File: src/rtl/fpb_pkg.sv
package fpb_pkg;
  localparam int FPB_CMD_W = 3;

  typedef enum logic [FPB_CMD_W-1:0] {
    FPB_NOP   = 3'd0,
    FPB_READ  = 3'd1,
    FPB_WRITE = 3'd2,
    FPB_BSTOP = 3'd3,
    FPB_PRE   = 3'd4
  } fpb_cmd_e;
endpackage

File: src/rtl/fpb_cmd_decode.sv
module fpb_cmd_decode
  import fpb_pkg::*;
(
  input  logic [FPB_CMD_W-1:0] cmd,
  output logic                 load,
  output logic                 load_wr,
  output logic                 stop
);
  always_comb begin
    load    = 1'b0;
    load_wr = 1'b0;
    stop    = 1'b0;
    case (cmd)
      FPB_READ:  load = 1'b1;
      FPB_WRITE: begin load = 1'b1; load_wr = 1'b1; end
      FPB_BSTOP: stop = 1'b1;
      FPB_PRE:   stop = 1'b1;
      default:   ;
    endcase
  end
endmodule

File: src/rtl/fpb_col_counter.sv
module fpb_col_counter #(
  parameter int COL_W = 8
) (
  input  logic             clk,
  input  logic             rst_n,
  input  logic             load,
  input  logic             advance,
  input  logic [COL_W-1:0] start_col,
  output logic [COL_W-1:0] col_cur
);
  localparam logic [COL_W-1:0] ONE = COL_W'(1);

  logic [COL_W-1:0] col_q;

  // The column of this cycle comes straight from the start pin when a command loads.
  assign col_cur = load ? start_col : col_q;

  // Natural overflow of the COL_W-bit field gives the page wrap.
  always_ff @(posedge clk) begin
    if (!rst_n)       col_q <= '0;
    else if (advance) col_q <= col_cur + ONE;
  end
endmodule

File: src/rtl/fpb_burst_ctrl.sv
module fpb_burst_ctrl (
  input  logic clk,
  input  logic rst_n,
  input  logic load,
  input  logic load_wr,
  input  logic stop,
  output logic active_cur,
  output logic wr_en
);
  logic active_q;
  logic wr_q;

  // A stop cancels the beat of its own cycle: zero-cycle termination.
  assign active_cur = load | (active_q & ~stop);
  assign wr_en      = load ? load_wr : (active_q & wr_q & ~stop);

  always_ff @(posedge clk) begin
    if (!rst_n) begin
      active_q <= 1'b0;
      wr_q     <= 1'b0;
    end else begin
      active_q <= active_cur;
      if (load) wr_q <= load_wr;
    end
  end
endmodule

File: src/rtl/fpb_col_gen.sv
module fpb_col_gen #(
  parameter int COL_W = 8
) (
  input  logic                          clk,
  input  logic                          rst_n,
  input  logic [fpb_pkg::FPB_CMD_W-1:0] cmd,
  input  logic [COL_W-1:0]              start_col,
  output logic [COL_W-1:0]              col_addr,
  output logic                          wr_en,
  output logic                          burst_active
);
  logic load, load_wr, stop, active_cur;

  fpb_cmd_decode u_dec (
    .cmd     (cmd),
    .load    (load),
    .load_wr (load_wr),
    .stop    (stop)
  );

  fpb_burst_ctrl u_ctrl (
    .clk        (clk),
    .rst_n      (rst_n),
    .load       (load),
    .load_wr    (load_wr),
    .stop       (stop),
    .active_cur (active_cur),
    .wr_en      (wr_en)
  );

  fpb_col_counter #(.COL_W(COL_W)) u_cnt (
    .clk       (clk),
    .rst_n     (rst_n),
    .load      (load),
    .advance   (active_cur),
    .start_col (start_col),
    .col_cur   (col_addr)
  );

  assign burst_active = active_cur;
endmodule

File: config.mk
export PLATFORM = sky130hd
export DESIGN_NAME = fpb_col_gen
export DESIGN_NICKNAME = d
export VERILOG_FILES = /design/src/rtl/fpb_pkg.sv /design/src/rtl/fpb_cmd_decode.sv /design/src/rtl/fpb_col_counter.sv /design/src/rtl/fpb_burst_ctrl.sv /design/src/rtl/fpb_col_gen.sv
export SDC_FILE = /design/constraint.sdc
export NUM_CORES = 1
export LEC_CHECK = 0
export ABC_AREA = 1
export CORE_MARGIN = 2
export CORE_UTILIZATION = 45
export DETAILED_ROUTE_END_ITERATION = 8
export PLACE_DENSITY = 0.8
export SLEW_MARGIN = 20
export SYNTH_ARGS = -nofsm -noshare
export SYNTH_HDL_FRONTEND = slang
export SYNTH_SLANG_ARGS = --single-unit
File: constraint.sdc
create_clock -name clk -period 2.89 [get_ports clk]
set_input_delay 0.4335 -clock clk [delete_from_list [all_inputs] [get_ports clk]]
set_output_delay 0.4335 -clock clk [all_outputs]
set_load 0.1 [all_outputs]
[Word-level counts from Yosys, hierarchy flattened]
Cells that the tools add are included.
Word-level totals
  bits in registers: 10
  bits of input ports: 13
  output and inout bits: 10
  word-level logic and storage cells: 20
Operators by class
  $add $sub $neg: 1
  equality and inequality tests: 4
  muxes and demuxes: 5
  bitwise operators: 5
  reduce and logical (&&, ||, !) cells: 2
Operators by type and width (number)
  adder 8 x 1 -> 8 bit, second input constant: 1
  two-way mux 8 bit: 1
  equality test 3 x 2 -> 1 bit, second input constant: 2
  two-way mux 1 bit: 4
  OR reduction 2 bit: 2
  bitwise AND 1 bit: 3
  equality test 3 x 1 -> 1 bit, second input constant: 1
  equality test 3 bit, second input constant: 1
  NOT 1 bit: 1
  OR 1 bit: 1

[Logic depth before layout (Yosys ltp)]
  depth after elaboration: 6
  depth in mapped cells: 15
  mapped depth without buffers: 14

[By module]
From an unflattened synthesis, not the netlist that was laid out.
Unflattened totals
  cells, all modules: 118
  area total of the unflattened synthesis: 774.5 sq um
Modules (own cells, without submodules)
  fpb_col_counter: times used 1, cells each 97, area each 644.4 sq um, seq. area each 160.2 sq um
  fpb_burst_ctrl: times used 1, cells each 12, area each 83.8 sq um, seq. area each 40.0 sq um
  fpb_cmd_decode: times used 1, cells each 9, area each 46.3 sq um, seq. area each 0.0 sq um

[Least setup slack after synthesis]
Ideal clock, no wire load.
  kind: input to output
  from: input port cmd[1] (netlist bit)
  to: output port wr_en
  data arrival time: 2151 ps
  slack: 306 ps
  stages: 6
  buffers on the path: 1
  path through: inv_1 > nand2_4 > nand3_2 > buf_6 > a21oi_1 > nor2_1
Between the ends
  word-level cells in the longest chain between the ends: 6
  elaborated cells on any way between the ends: 12
Ends and longest elaborated chain
  start, declared: line fpb_col_gen.sv:6  | input logic [fpb_pkg::FPB_CMD_W-1:0] cmd,
  equality test 3 x 2 -> 1 bit / equality test 3 bit (equally long branches): line fpb_cmd_decode.sv:13  | case (cmd)
  OR reduction 2 bit (no source line)
  two-way mux 1 bit: line fpb_cmd_decode.sv:13
  NOT 1 bit: line fpb_burst_ctrl.sv:15  | assign wr_en = load ? load_wr : (active_q & wr_q & ~stop);
  bitwise AND 1 bit: line fpb_burst_ctrl.sv:15
  two-way mux 1 bit (*): line fpb_burst_ctrl.sv:15
  end, declared: line fpb_col_gen.sv:9  | output logic wr_en,
Mark *: on every way between the ends. The rest lies on a longest branch, timed or not.

[Worst setup path after layout]
  from: input port cmd[0] (netlist bit)
  to: output port col_addr[3]
Between the ends
  word-level cells in the longest chain between the ends: 4
  elaborated cells on any way between the ends: 5
Ends and longest elaborated chain
  equality test 3 x 1 -> 1 bit / equality test 3 x 2 -> 1 bit (equally long branches): line fpb_cmd_decode.sv:13
  OR reduction 2 bit (no source line) (*)
  two-way mux 1 bit (*): line fpb_cmd_decode.sv:13
  two-way mux 8 bit (*): line fpb_col_counter.sv:16  | assign col_cur = load ? start_col : col_q;
  end, declared: line fpb_col_gen.sv:8  | output logic [COL_W-1:0] col_addr,
Marked as above.

==> results.md <==
* Final worst path period need at 2.39 ns
* Minimum hold slack at between 0.4 and 0.5 ns
* Drt drc at 0
* Required time of the critical path at roughly 2.5 ns
* Routed wire length per instance at ~13 µm
* Leading cell types by total area after synthesis: sky130_fd_sc_hd__dfxtp_1 28%, sky130_fd_sc_hd__nand2_1 14%, sky130_fd_sc_hd__inv_1 8.0%, sky130_fd_sc_hd__nand4_1 7.1%, sky130_fd_sc_hd__nand2_2 5.3%
* Number of antenna violations at the first check in global routing at 0
* Kind of critical path: in2out
* DR vias/cell at around 5.5
* Unrepaired setup endpoints after global routing: no
* Worst-path fanout max at 9
* Total of endpoints with negative setup slack in the final report at 0
* Horizontal die dimension at 43.6 µm
* TritonCTS clock tree: yes
* Hold buffer count at cts at 0
* Reported leakage power at between 0.0005 and 0.0006 µW
* Worst-case clock buffer depth at 2
* Total iterations of the first detailed-routing run at 4
* Via count at between 800 and 900
* Clock latency at the later pin of the worst-skew pair at approximately 0.27 ns
* Worst ir drop on vdd at 0.000320 V
* Transition time at the pin with the least slew margin at 0.281 ns
* Number of instances in the synthesized netlist at approximately 110
* Worst hold path class: reg2reg
* Run status: finished clean
* Largest area contributor in the netlist: sky130_fd_sc_hd__dfxtp_1
* Post-detailed-placement half-perimeter wirelength at 1420 µm
* Net count reported at finish at 147
* Cell Rows at 14
* Post-synth EDFFs at 0
* Final routed wirelength across all metal layers at approximately 2000 µm
* Max-cap violations at 0
* Number of nets with antenna violations after routing at 0
* Tightest slew margin relative to the limit at 81.2%
* Number of global-route vias before repair at around 800
* CP Launch Type: primary input
* Clock sink count at 10
* Synth Flop Type: sky130_fd_sc_hd__dfxtp_1
* Clock tree skew after final layout at approximately 0.002 ns
* Post-synthesis cell type count at 24
* Overall Global Routing Usage at approximately a quarter
* Antenna cell count at 0
* Ys async rst share at 0%
* Pin count of the biggest net entering global routing at 10
* Weighted congestion at the end of routability-driven global placement at between 0.8 and 0.9
* Data arrival, critical path at ~2 ns
* Cell Pwr Density at roughly 540 nW/µm²
* Fillers at between 100 and 150
* Clock-pin slew reported for the worst setup and hold paths after clock tree synthesis at approximately 0.070 ns
* Area of the die at 1900 µm²
* Yosys warning count at 0
* Setup TNS after final layout at 0 ns
* First-pass GRT wire length at 3330 µm
* Syn Nets at 120
* Number of hold-slack violations in the final timing report at 0
* Average size of a mapped cell at approximately 6.7 µm²
* Clock buffer count from CTS at 3
* PortBufs at 22
* Total grt overflow at 0
* Final count of pins violating max slew at 0
* DRT iter0 DRCs at 32
* I/O pin count at 23
* Die height at between 40 and 50 µm
* Initial standard-cell utilization of the core at 47.5%
* Placeable core region at 1490 µm²
* Buffer count from post-CTS setup fixing at 0
* Share of synthesized area occupied by flip-flops and latches at between 20 and 30%
* Share of post-route cells with drive strength above 1 at 23.5%
* Final period utilization at approximately 83%
* Number of instances resized during post-cts repair at 0
* Critical Path End Type: output pin
* FF+latch count, synth at 10
* Area growth, synth to finish at 53.1%
* Clock root buffer master: sky130_fd_sc_hd__clkbuf_4
* Post-synth top area share at between 20% and 30%
* End-of-flow core utilization at approximately 73%
* Highest attainable clock frequency at ~420 MHz
* CTS HTree Levels at 1
* Netlist area before placement at about 710 µm²
## worst max-delay path, stage by stage
cell                              delay (ns)
sky130_fd_sc_hd__clkdlybuf4s50_1        0.52
sky130_fd_sc_hd__nand2_2                0.17
sky130_fd_sc_hd__nand3_2                0.14
sky130_fd_sc_hd__buf_4                  0.17
sky130_fd_sc_hd__nand2_1                0.07
sky130_fd_sc_hd__nand2_1                0.22
sky130_fd_sc_hd__buf_12                 0.22
## metrics by stage
step | std cells | total power [µW] | cell area, µm² | setup slack [ns]
floorplan | 106 | 345 | 707 | 0.306
global placement | 144 | 444 | 1050 | 0.496
detailed placement | 144 | 448 | 1050 | 0.360
CTS | 148 | 578 | 1080 | 0.507
global route | 148 | 603 | 1080 | 0.378
finish | 148 | 579 | 1080 | 0.502
## flip-flops by register name (all words and copies together), names as in the netlist
name,cells
u_cnt.col_q,8
u_ctrl.wr_q,1
u_ctrl.active_q,1
## cell usage in the layout, fill, tap and decap left out, types with 5 or more instances in the layout
| cell | count |
|---|---|
| sky130_fd_sc_hd__a21oi_1 | 5 |
| sky130_fd_sc_hd__buf_12 | 10 |
| sky130_fd_sc_hd__clkdlybuf4s50_1 | 12 |
| sky130_fd_sc_hd__dfxtp_1 | 10 |
| sky130_fd_sc_hd__inv_1 | 15 |
| sky130_fd_sc_hd__nand2_1 | 27 |
| sky130_fd_sc_hd__nand2_2 | 6 |
| sky130_fd_sc_hd__nand3_1 | 5 |
| sky130_fd_sc_hd__nand4_1 | 8 |
| sky130_fd_sc_hd__nor2_1 | 5 |
| sky130_fd_sc_hd__o21ai_0 | 5 |
## where the power goes
part	internal (µW)	leakage [µW]	switching, µW
Sequential	150	0.0000824	6.43
Clock	76.7	0.0000210	54.5
Combinational	101	0.000424	191
Total	328	0.000527	252
## kinds of logic (layout without fill, tap and decap cells)
family                     after synthesis  in the layout  share of synthesized area, %
and+or+nand+nor                         60             60                          44.2
xor gates and xnor gates                 3              3                          3.72
AOI/OAI and AO/OA                       14             14                          11.1
DFF                                     10             10                          28.3
adders and majority gates                1              1                          1.77
buffers and inverters                   18             44                          10.8
## layout make-up
class | count | area [µm²] | share of cell area (%)
clock buffer | 4 | 36.3 | 3.35
inverter | 16 | 60.1 | 5.55
multi-input combinational | 78 | 430 | 39.8
sequential | 10 | 200 | 18.5
tap | 16 | 20.0 | 1.85
timing repair buffer | 24 | 335 | 31.0
## worst paths after layout
| check | end | cells after the start | slack, ns | start |
|---|---|---|---|---|
| min reg2reg | u_cnt.col_q[7] | 2 | 0.48 | u_cnt.col_q[7] |
| max | col_addr[3] | 7 | 0.50 | cmd[0] |
| max reg2reg | u_cnt.col_q[6] | 12 | 1.23 | u_cnt.col_q[0] |
| min | u_cnt.col_q[7] | 2 | 0.48 | u_cnt.col_q[7] |
## per-layer routing
| layer | global-route usage [%] | part of all wire [%] | vias to the layer above | wire length [µm] |
|---|---|---|---|---|
| met4 | 16.4 | 2.9 | 0 | 58 |
| met3 | 5.83 | 7.9 | 8 | 155 |
| met1 | 27.9 | 40 | 368 | 780 |
| met2 | 38.5 | 50 | 48 | 976 |
| met5 | 0 | 0 | - | 0 |
| li1 | - | - | 394 | - |
## synth_stat cells (2+ instances only)
| cell | number |
|---|---|
| sky130_fd_sc_hd__nor2_2 | 2 |
| sky130_fd_sc_hd__nor2_1 | 5 |
| sky130_fd_sc_hd__o21ai_0 | 5 |
| sky130_fd_sc_hd__nand3_1 | 5 |
| sky130_fd_sc_hd__xor2_1 | 2 |
| sky130_fd_sc_hd__nand2_1 | 27 |
| sky130_fd_sc_hd__nand4_1 | 8 |
| sky130_fd_sc_hd__nand2_2 | 6 |
| sky130_fd_sc_hd__nand2_4 | 3 |
| sky130_fd_sc_hd__dfxtp_1 | 10 |
| sky130_fd_sc_hd__inv_1 | 15 |
| sky130_fd_sc_hd__o21bai_1 | 2 |
| sky130_fd_sc_hd__a21oi_1 | 5 |
Note: power is estimated with default switching activity, not from simulation.
